[src/rtl/phy_bridge_pkg.sv]
package phy_bridge_pkg;

  localparam int HOST_AW = 16;

  // decoded register indices
  localparam int IDX_CTRL = 0;
  localparam int IDX_STAT = 1;
  localparam int IDX_ADDR = 2;
  localparam int IDX_WDAT = 3;
  localparam int IDX_RDAT = 4;
  localparam int IDX_PFX  = 5;
  localparam int N_REGS   = 6;

  localparam logic [HOST_AW-1:0] OFS_CTRL = 16'h1F00;
  localparam logic [HOST_AW-1:0] OFS_STAT = 16'h1F01;
  localparam logic [HOST_AW-1:0] OFS_ADDR = 16'h1F02;
  localparam logic [HOST_AW-1:0] OFS_WDAT = 16'h1F03;
  localparam logic [HOST_AW-1:0] OFS_RDAT = 16'h1F04;
  localparam logic [HOST_AW-1:0] OFS_PFX  = 16'h1F10;

  localparam logic [HOST_AW-1:0] OFS_LIST [N_REGS] =
    '{OFS_CTRL, OFS_STAT, OFS_ADDR, OFS_WDAT, OFS_RDAT, OFS_PFX};

  // control -> datapath strobes
  typedef struct packed {
    logic launch;   // capture operation fields
    logic opWrite;  // direction captured at launch
    logic latchRd;  // store PHY read data
  } strobe_t;

  typedef enum logic {ST_IDLE, ST_WAIT} state_t;

endpackage

[src/rtl/phy_bridge_dp.sv]
module phy_bridge_dp
  import phy_bridge_pkg::*;
#(
  parameter int DATA_W = 16,
  parameter int SEL_W  = 5,
  parameter int PFX_W  = 6,
  parameter int MID_W  = 4,
  parameter int LOW_W  = 5
) (
  input  logic                     clk,
  input  logic                     rstN,
  input  logic                     hostReq,
  input  logic                     hostWe,
  input  logic [HOST_AW-1:0]       hostAddr,
  input  logic [DATA_W-1:0]        hostWdata,
  input  logic                     busy,
  input  strobe_t                  strb,
  input  logic [DATA_W-1:0]        phyRdata,
  output logic                     hostRvalid,
  output logic [DATA_W-1:0]        hostRdata,
  output logic                     cmdGo,
  output logic                     cmdIsWrite,
  output logic                     foreignHit,
  output logic                     phyWe,
  output logic [SEL_W-1:0]         phySel,
  output logic [PFX_W+MID_W+LOW_W:0] phyAddr,
  output logic [DATA_W-1:0]        phyWdata
);

  localparam int AREG_W = SEL_W + MID_W + LOW_W;
  localparam int OCP_W  = PFX_W + MID_W + LOW_W + 1;

  logic [N_REGS-1:0] hitVec;
  logic [AREG_W-1:0] addrQ;
  logic [PFX_W-1:0]  pfxQ;
  logic [DATA_W-1:0] wdatQ;
  logic [DATA_W-1:0] rdatQ;
  logic [DATA_W-1:0] rdNext;
  logic [OCP_W-1:0]  targetAddr;
  logic              hostWr;

  for (genvar gi = 0; gi < N_REGS; gi++) begin : g_dec
    assign hitVec[gi] = (hostAddr == OFS_LIST[gi]);
  end

  assign hostWr     = hostReq & hostWe;
  assign cmdGo      = hostWr & hitVec[IDX_CTRL] & hostWdata[0];
  assign cmdIsWrite = hostWdata[1];
  assign foreignHit = hostReq & ~hitVec[IDX_STAT];

  assign targetAddr = {pfxQ, addrQ[MID_W+LOW_W-1:LOW_W], addrQ[LOW_W-1:0], 1'b0};

  // host-visible registers
  always_ff @(posedge clk) begin
    if (!rstN) begin
      addrQ <= '0;
      pfxQ  <= '0;
      wdatQ <= '0;
    end else if (hostWr) begin
      if (hitVec[IDX_ADDR]) addrQ <= hostWdata[AREG_W-1:0];
      if (hitVec[IDX_PFX])  pfxQ  <= hostWdata[PFX_W-1:0];
      if (hitVec[IDX_WDAT]) wdatQ <= hostWdata;
    end
  end

  // result holding register
  always_ff @(posedge clk) begin
    if (!rstN)             rdatQ <= '0;
    else if (strb.latchRd) rdatQ <= phyRdata;
  end

  // operation fields, frozen for the whole request
  always_ff @(posedge clk) begin
    if (!rstN) begin
      phyWe    <= 1'b0;
      phySel   <= '0;
      phyAddr  <= '0;
      phyWdata <= '0;
    end else if (strb.launch) begin
      phyWe    <= strb.opWrite;
      phySel   <= addrQ[AREG_W-1:MID_W+LOW_W];
      phyAddr  <= targetAddr;
      phyWdata <= wdatQ;
    end
  end

  always_comb begin
    rdNext = '0;
    if (hitVec[IDX_STAT])      rdNext = DATA_W'(busy);
    else if (hitVec[IDX_ADDR]) rdNext = DATA_W'(addrQ);
    else if (hitVec[IDX_WDAT]) rdNext = wdatQ;
    else if (hitVec[IDX_RDAT]) rdNext = rdatQ;
    else if (hitVec[IDX_PFX])  rdNext = DATA_W'(pfxQ);
  end

  always_ff @(posedge clk) begin
    if (!rstN) begin
      hostRvalid <= 1'b0;
      hostRdata  <= '0;
    end else begin
      hostRvalid <= hostReq & ~hostWe;
      hostRdata  <= (hostReq & ~hostWe) ? rdNext : '0;
    end
  end

endmodule

[src/rtl/phy_bridge_ctrl.sv]
module phy_bridge_ctrl
  import phy_bridge_pkg::*;
#(
  parameter int TIMEOUT_CYC = 64
) (
  input  logic    clk,
  input  logic    rstN,
  input  logic    cmdGo,
  input  logic    cmdIsWrite,
  input  logic    foreignHit,
  input  logic    phyAck,
  output logic    busy,
  output logic    phyReq,
  output strobe_t strb
);

  localparam int TW = (TIMEOUT_CYC > 1) ? $clog2(TIMEOUT_CYC) : 1;
  localparam logic [TW-1:0] T_LAST = TW'(TIMEOUT_CYC - 1);

  state_t        stateQ;
  logic [TW-1:0] timerQ;
  logic          opWriteQ;
  logic          ackTake;
  logic          abortHit;
  logic          expire;

  assign busy     = (stateQ == ST_WAIT);
  assign phyReq   = busy;
  assign ackTake  = busy & phyAck;
  // the acknowledge wins over a same-cycle foreign access
  assign abortHit = busy & ~phyAck & ~opWriteQ & foreignHit;
  assign expire   = busy & ~phyAck & (timerQ == T_LAST);

  always_comb begin
    strb         = '0;
    strb.launch  = ~busy & cmdGo;
    strb.opWrite = cmdIsWrite;
    strb.latchRd = ackTake & ~opWriteQ;
  end

  always_ff @(posedge clk) begin
    if (!rstN) begin
      stateQ   <= ST_IDLE;
      timerQ   <= '0;
      opWriteQ <= 1'b0;
    end else begin
      unique case (stateQ)
        ST_IDLE: if (cmdGo) begin
          stateQ   <= ST_WAIT;
          timerQ   <= '0;
          opWriteQ <= cmdIsWrite;
        end
        ST_WAIT: begin
          if (ackTake || abortHit || expire) stateQ <= ST_IDLE;
          else                               timerQ <= timerQ + 1'b1;
        end
        default: stateQ <= ST_IDLE;
      endcase
    end
  end

endmodule

[src/rtl/phy_reg_bridge.sv]
module phy_reg_bridge
  import phy_bridge_pkg::*;
#(
  parameter int DATA_W      = 16,
  parameter int SEL_W       = 5,
  parameter int PFX_W       = 6,
  parameter int MID_W       = 4,
  parameter int LOW_W       = 5,
  parameter int TIMEOUT_CYC = 64
) (
  input  logic                       clk,
  input  logic                       rstN,
  input  logic                       hostReq,
  input  logic                       hostWe,
  input  logic [15:0]                hostAddr,
  input  logic [DATA_W-1:0]          hostWdata,
  output logic                       hostRvalid,
  output logic [DATA_W-1:0]          hostRdata,
  output logic                       phyReq,
  output logic                       phyWe,
  output logic [SEL_W-1:0]           phySel,
  output logic [PFX_W+MID_W+LOW_W:0] phyAddr,
  output logic [DATA_W-1:0]          phyWdata,
  input  logic                       phyAck,
  input  logic [DATA_W-1:0]          phyRdata
);

  strobe_t strb;
  logic    busy;
  logic    cmdGo;
  logic    cmdIsWrite;
  logic    foreignHit;

  phy_bridge_ctrl #(.TIMEOUT_CYC(TIMEOUT_CYC)) uCtrl (
    .clk        (clk),
    .rstN       (rstN),
    .cmdGo      (cmdGo),
    .cmdIsWrite (cmdIsWrite),
    .foreignHit (foreignHit),
    .phyAck     (phyAck),
    .busy       (busy),
    .phyReq     (phyReq),
    .strb       (strb)
  );

  phy_bridge_dp #(
    .DATA_W (DATA_W),
    .SEL_W  (SEL_W),
    .PFX_W  (PFX_W),
    .MID_W  (MID_W),
    .LOW_W  (LOW_W)
  ) uDp (
    .clk        (clk),
    .rstN       (rstN),
    .hostReq    (hostReq),
    .hostWe     (hostWe),
    .hostAddr   (hostAddr),
    .hostWdata  (hostWdata),
    .busy       (busy),
    .strb       (strb),
    .phyRdata   (phyRdata),
    .hostRvalid (hostRvalid),
    .hostRdata  (hostRdata),
    .cmdGo      (cmdGo),
    .cmdIsWrite (cmdIsWrite),
    .foreignHit (foreignHit),
    .phyWe      (phyWe),
    .phySel     (phySel),
    .phyAddr    (phyAddr),
    .phyWdata   (phyWdata)
  );

endmodule

[config.mk]
export PLATFORM = sky130hd
export DESIGN_NAME = phy_reg_bridge
export DESIGN_NICKNAME = d
export VERILOG_FILES = /design/src/rtl/phy_bridge_pkg.sv /design/src/rtl/phy_bridge_dp.sv /design/src/rtl/phy_bridge_ctrl.sv /design/src/rtl/phy_reg_bridge.sv
export SDC_FILE = /design/constraint.sdc
export NUM_CORES = 1
export LEC_CHECK = 0
export BUFFER_PORTS_ARGS = -buffer_cell sky130_fd_sc_hd__buf_2
export CAP_MARGIN = 20
export CORE_ASPECT_RATIO = 0.75
export CORE_MARGIN = 2
export CORE_UTILIZATION = 50
export CTS_BUF_LIST = sky130_fd_sc_hd__clkbuf_8
export CTS_CLUSTER_SIZE = 28
export DETAILED_ROUTE_END_ITERATION = 6
export PLACE_DENSITY = 0.74
export SYNTH_ARGS = -nofsm -noshare
export SYNTH_HDL_FRONTEND = slang
export SYNTH_HIERARCHICAL = 1
export SYNTH_SLANG_ARGS = --single-unit
[constraint.sdc]
create_clock -name clk -period 3.2 [get_ports clk]
set_input_delay 0.16 -clock clk [delete_from_list [all_inputs] [get_ports clk]]
set_output_delay 0.16 -clock clk [all_outputs]
set_load 0.02 [all_outputs]
# [After elaboration in Yosys (flattened, before gate mapping)]
# Index checks and enable logic that the tools add are counted.
# W data, S select, Z words.
[word_totals] elab_cells=65 inputBits=53 out_inout_bits=56 ff_bits=114
[classes] bitwise=19 reduce_logical=10 n_addsub=1 n_mux=11 n_eq_ne=9
[op_table] cell="$eq A16 B13 Y1 const B" count=6
[op_table] cell="$mux W16" count=2
[op_table] cell="$mux W6" count=3
[op_table] cell="$mux W14" count=1
[op_table] cell="$and A1 B1 Y1" count=12
[op_table] cell="$pmux W6 S2" count=1
[op_table] cell="$reduce_and A2 Y1" count=6
[op_table] cell="$not A1 Y1" count=7
[op_table] cell="$add A6 B1 Y6 const B" count=1
[op_table] cell="$eq A6 B6 Y1 const B" count=1
[op_table] cell="$reduce_or A4 Y1" count=1
[op_table] cell="$mux W1" count=3
[op_table] cell="$reduce_or A3 Y1" count=1
[op_table] cell="$logic_or A1 B1 Y1" count=2
[op_table] cell="$ne A2 B1 Y1 const B" count=1
[op_table] cell="$ne A2 B2 Y1 const B" count=1
[op_table] cell="$pmux W1 S2" count=1

# [Longest topological paths before layout]
[logic_depth] depth_word=8 mapped_depth=10

# [Modules after synthesis]
# Netlist, hierarchy kept.
[by_module_without_submodules] mod="phy_bridge_dp" area_per_inst_um2=4446.8 seq_area_each_um2=2122.0 cells_each=439 instances=1
[by_module_without_submodules] mod="phy_bridge_ctrl" area_per_inst_um2=479.2 seq_area_each_um2=160.2 cells_each=53 instances=1

# [Worst setup path before layout]
# Ideal clock, no wire load.
[synth_timing] path_kind="input to register" from="input port hostAddr[5]" to="register uDp.phyAddr[10]" arrival_ps=2333 setup_ps=117 path_stages=10 setup_slack_ps=751 required_ps=3083 cell_sequence="nor4_4 > nand3_2 > buf_2 > nor2_1 > nor2b_2 > buf_6 > buf_2 > buf_1 > mux2i_1 > nor2b_1"
[synth_rtl] item="start: declaration" line="phy_reg_bridge.sv:15" text="input logic [15:0] hostAddr,"
[synth_rtl] item="end signal: assignment" line="phy_bridge_dp.sv:82" text="phyAddr <= targetAddr;"
[synth_rtl] item="end: declaration" line="phy_bridge_dp.sv:26" text="output logic [PFX_W+MID_W+LOW_W:0] phyAddr,"

==> impl_metrics.ini <==
[detailed_routing]
drt-vias-per-instance = 5.24
vias = 3984
drt_iter0_drc = 199
drt_pre_antenna_iters = 5
drt_wl_total_um = 12600
wire_per_inst_um = 16.6
ant_nets = 0
drc = 0

[sta]
finalWorstSetupSlack_ps = 1030
drv_slew = 0
slew_headroom = 0.506
fin_crit_sh = 0.680
finClkSkew_ps = 9.00
tns_ps = 0
setup_viol = 0
hold_viol = 0
min_period_ps = 2170
worst_pin_slew_ps = 739
rsz0062_at_grt = false
fmaxAchievable_mhz = 460

[critical_path]
start_kind = primary input
slowest_stage = nor4_4
path_delay_family = simple AND/OR/NAND/NOR gates
cp.arrival_ps = 2490
path_max_fanout = 17
worstSetupPathType = in -> reg
critPathMaxStageDelay_ps = 580
critPathBufInv = 2
cp-end-kind = flip-flop
required_ps = 3520
cp_cell_sequence = buf_2 -> nor4_4 -> nand3_2 -> nor2_1 -> nor2b_4 -> buf_4 -> mux2i_1 -> nor2b_1

[synthesis]
syn_inst = 492
avgSynthCellArea_um2 = 10.0
synth_edf_count = 0
async_reset_ff_frac = 0
yosysTopAreaCell = dfxtp_1
ys_types = 57
yosysSeqAreaShare = 0.463
synth-seq-cells = 114
synth_nets = 546
synth_top_flop_cell = dfxtp_1
synthTopCellsByArea = dfxtp_1, mux2i_1, nor2b_1, nand2_1, a21boi_1
syn-cell-area_mm2 = 0.00493
synth_top_area_frac = 0.463
yosysWarnings = 6

[floorplanning]
num_io_pins = 109
coreArea_mm2 = 0.00962
start_util = 0.512
dieArea_mm2 = 0.0107
rows = 31
die_y_um = 90.0
die_w_um = 119

[power_and_ir_drop]
comb_power_share = 0.047
p_sw_frac = 0.215
leakage_nw = 2.42
p_int_mw = 2.32
p_clk_frac = 0.473
ir_worst_vdd_mv = 0.331
seqPwrFrac = 0.480
pwr_density_cell_mw_per_mm2 = 479
finalPower_mw = 2.96
p_sw_mw = 0.635

[finish]
fillers = 805
nets = 670
syn2layout_area_growth_pct = 25.3
final_area_mm2 = 0.00617
antenna_cells = 0
drive_above_1_share = 0.256
stdcell_count = 761

[clock_tree]
clock_latency_ps = 430
cts.repair.resized = 0
clk_pin_slew_worst_paths_ps = 70
cts_tree = built
root_buffer = clkbuf_8
cts_buffers = 17
cts_hold_buf = 29
cts_buffer_depth = 2
htree_levels = 4
post_cts_buffers = 0
cts_sinks = 114

[grt]
antenna_found_initial = 0
grt_pass1_vias = 3856
grt_max_degree = 53
overflow = 0
grt_pass1_wl_um = 19900
grt_usage = 0.242

[placed_design]
dp_slack_ps = 598
port_buffers = 107
dpl_cell_area_mm2 = 0.00547
placed_cells_incl_taps = 700
gp_routability_congestion = 0.816
hpwl_um = 8580

[worst_hold_path]
hold_path_class = in -> reg

[outcome]
status = completed

[run]
max-cap-violations = 0
## kinds of logic (layout without fill, tap and decap cells)
kind of cell / after synthesis / after routing / share of synthesized area
mux: 76 / 76 / 0.154
other cells: 1 / 1 / 0.000761
flops: 114 / 114 / 0.463
simple gates: 201 / 201 / 0.252
fa+ha+maj: 1 / 1 / 0.00254
compound gates: 60 / 60 / 0.0838
buf+inv: 39 / 176 / 0.0429
## layout by cell type, fill, tap and decap left out, types with 14 or more instances in the layout
master and n:
dfxtp_1 114, buf_2 107, nor2b_1 80, mux2i_1 76, nand2_1 38, dlygate4sd3_1 29
clkbuf_8 17, nor2_1 15, a21oi_1 14, a21boi_1 14
## cell usage after synthesis, types with 4 or more instances
cell	number
nor2_1	16
nand2b_1	9
and2_1	7
buf_4	6
o21ai_0	5
buf_2	10
clkbuf_1	13
o2bb2ai_1	5
nor3_1	9
mux2i_1	76
a21boi_1	14
dfxtp_1	114
nor2b_1	80
buf_6	4
a22oi_1	10
nand2_1	38
nand3_1	5
a21oi_1	14
## per-layer routing
metal	vias to the layer above	wire [um]	track usage
met5	-	0	0
met4	0	114	0.0645
met3	11	861	0.0761
met2	141	5580	0.363
met1	1897	6050	0.338
li1	1935	-	-
## worst paths after layout
path	start	to	slack, ps	depth (start not counted)
worst max-delay path	hostAddr[5]	uDp/phyWdata[12]	1030	8
worst min-delay path	phyRdata[8]	uDp/rdatQ[8]	20	3
worst max register to register	uCtrl/busy	uDp/phyWdata[12]	1590	4
worst min register to register	uDp/addrQ[7]	uDp/addrQ[7]	470	2
## worst reg2reg max path, stage by stage (launching register included)
cell and delay (ps):
dfxtp_1 460, nor2b_4 350, buf_4 370, mux2i_1 270, nor2b_1 70
## flip-flops by register name, indices dropped and copies added, names as in the netlist, 5 cells and up
| signal | count |
|---|---|
| uDp/pfxQ | 6 |
| uDp/wdatQ | 16 |
| uDp/phyWdata | 16 |
| uCtrl/timerQ | 6 |
| uDp/hostRdata | 16 |
| uDp/addrQ | 14 |
| uDp/phyAddr | 15 |
| uDp/rdatQ | 16 |
| uDp/phySel | 5 |
## final cells by class
class | instances | area, um2 | share of cell area
Inverter | 3 | 11.3 | 0.00182
Clock buffer | 17 | 234 | 0.0379
Timing Repair Buffer | 141 | 863 | 0.140
Clock inverter | 15 | 175 | 0.0284
Sequential cell | 114 | 2280 | 0.370
Tap cell | 132 | 165 | 0.0268
Multi-Input combinational cell | 339 | 2440 | 0.395
## power groups by stage
stage	Sequential [mW]	Clock (mW)	Combinational [mW]
after global placement	1.45	0	0.108
final	1.42	1.40	0.139
after detailed placement	1.45	0	0.110
after CTS	1.42	1.42	0.138
after floorplan	1.45	0	0.0585
after global routing	1.42	1.49	0.148
## through the flow
stage	util	hold WS, ps
4_1_cts	0.642	0.196
2_1_floorplan	-	299
6_report	0.642	16.0
5_1_grt	0.642	18.5
3_3_place_gp	0.569	417
3_5_place_dp	0.569	429
Power figures use the tool's default switching activity.
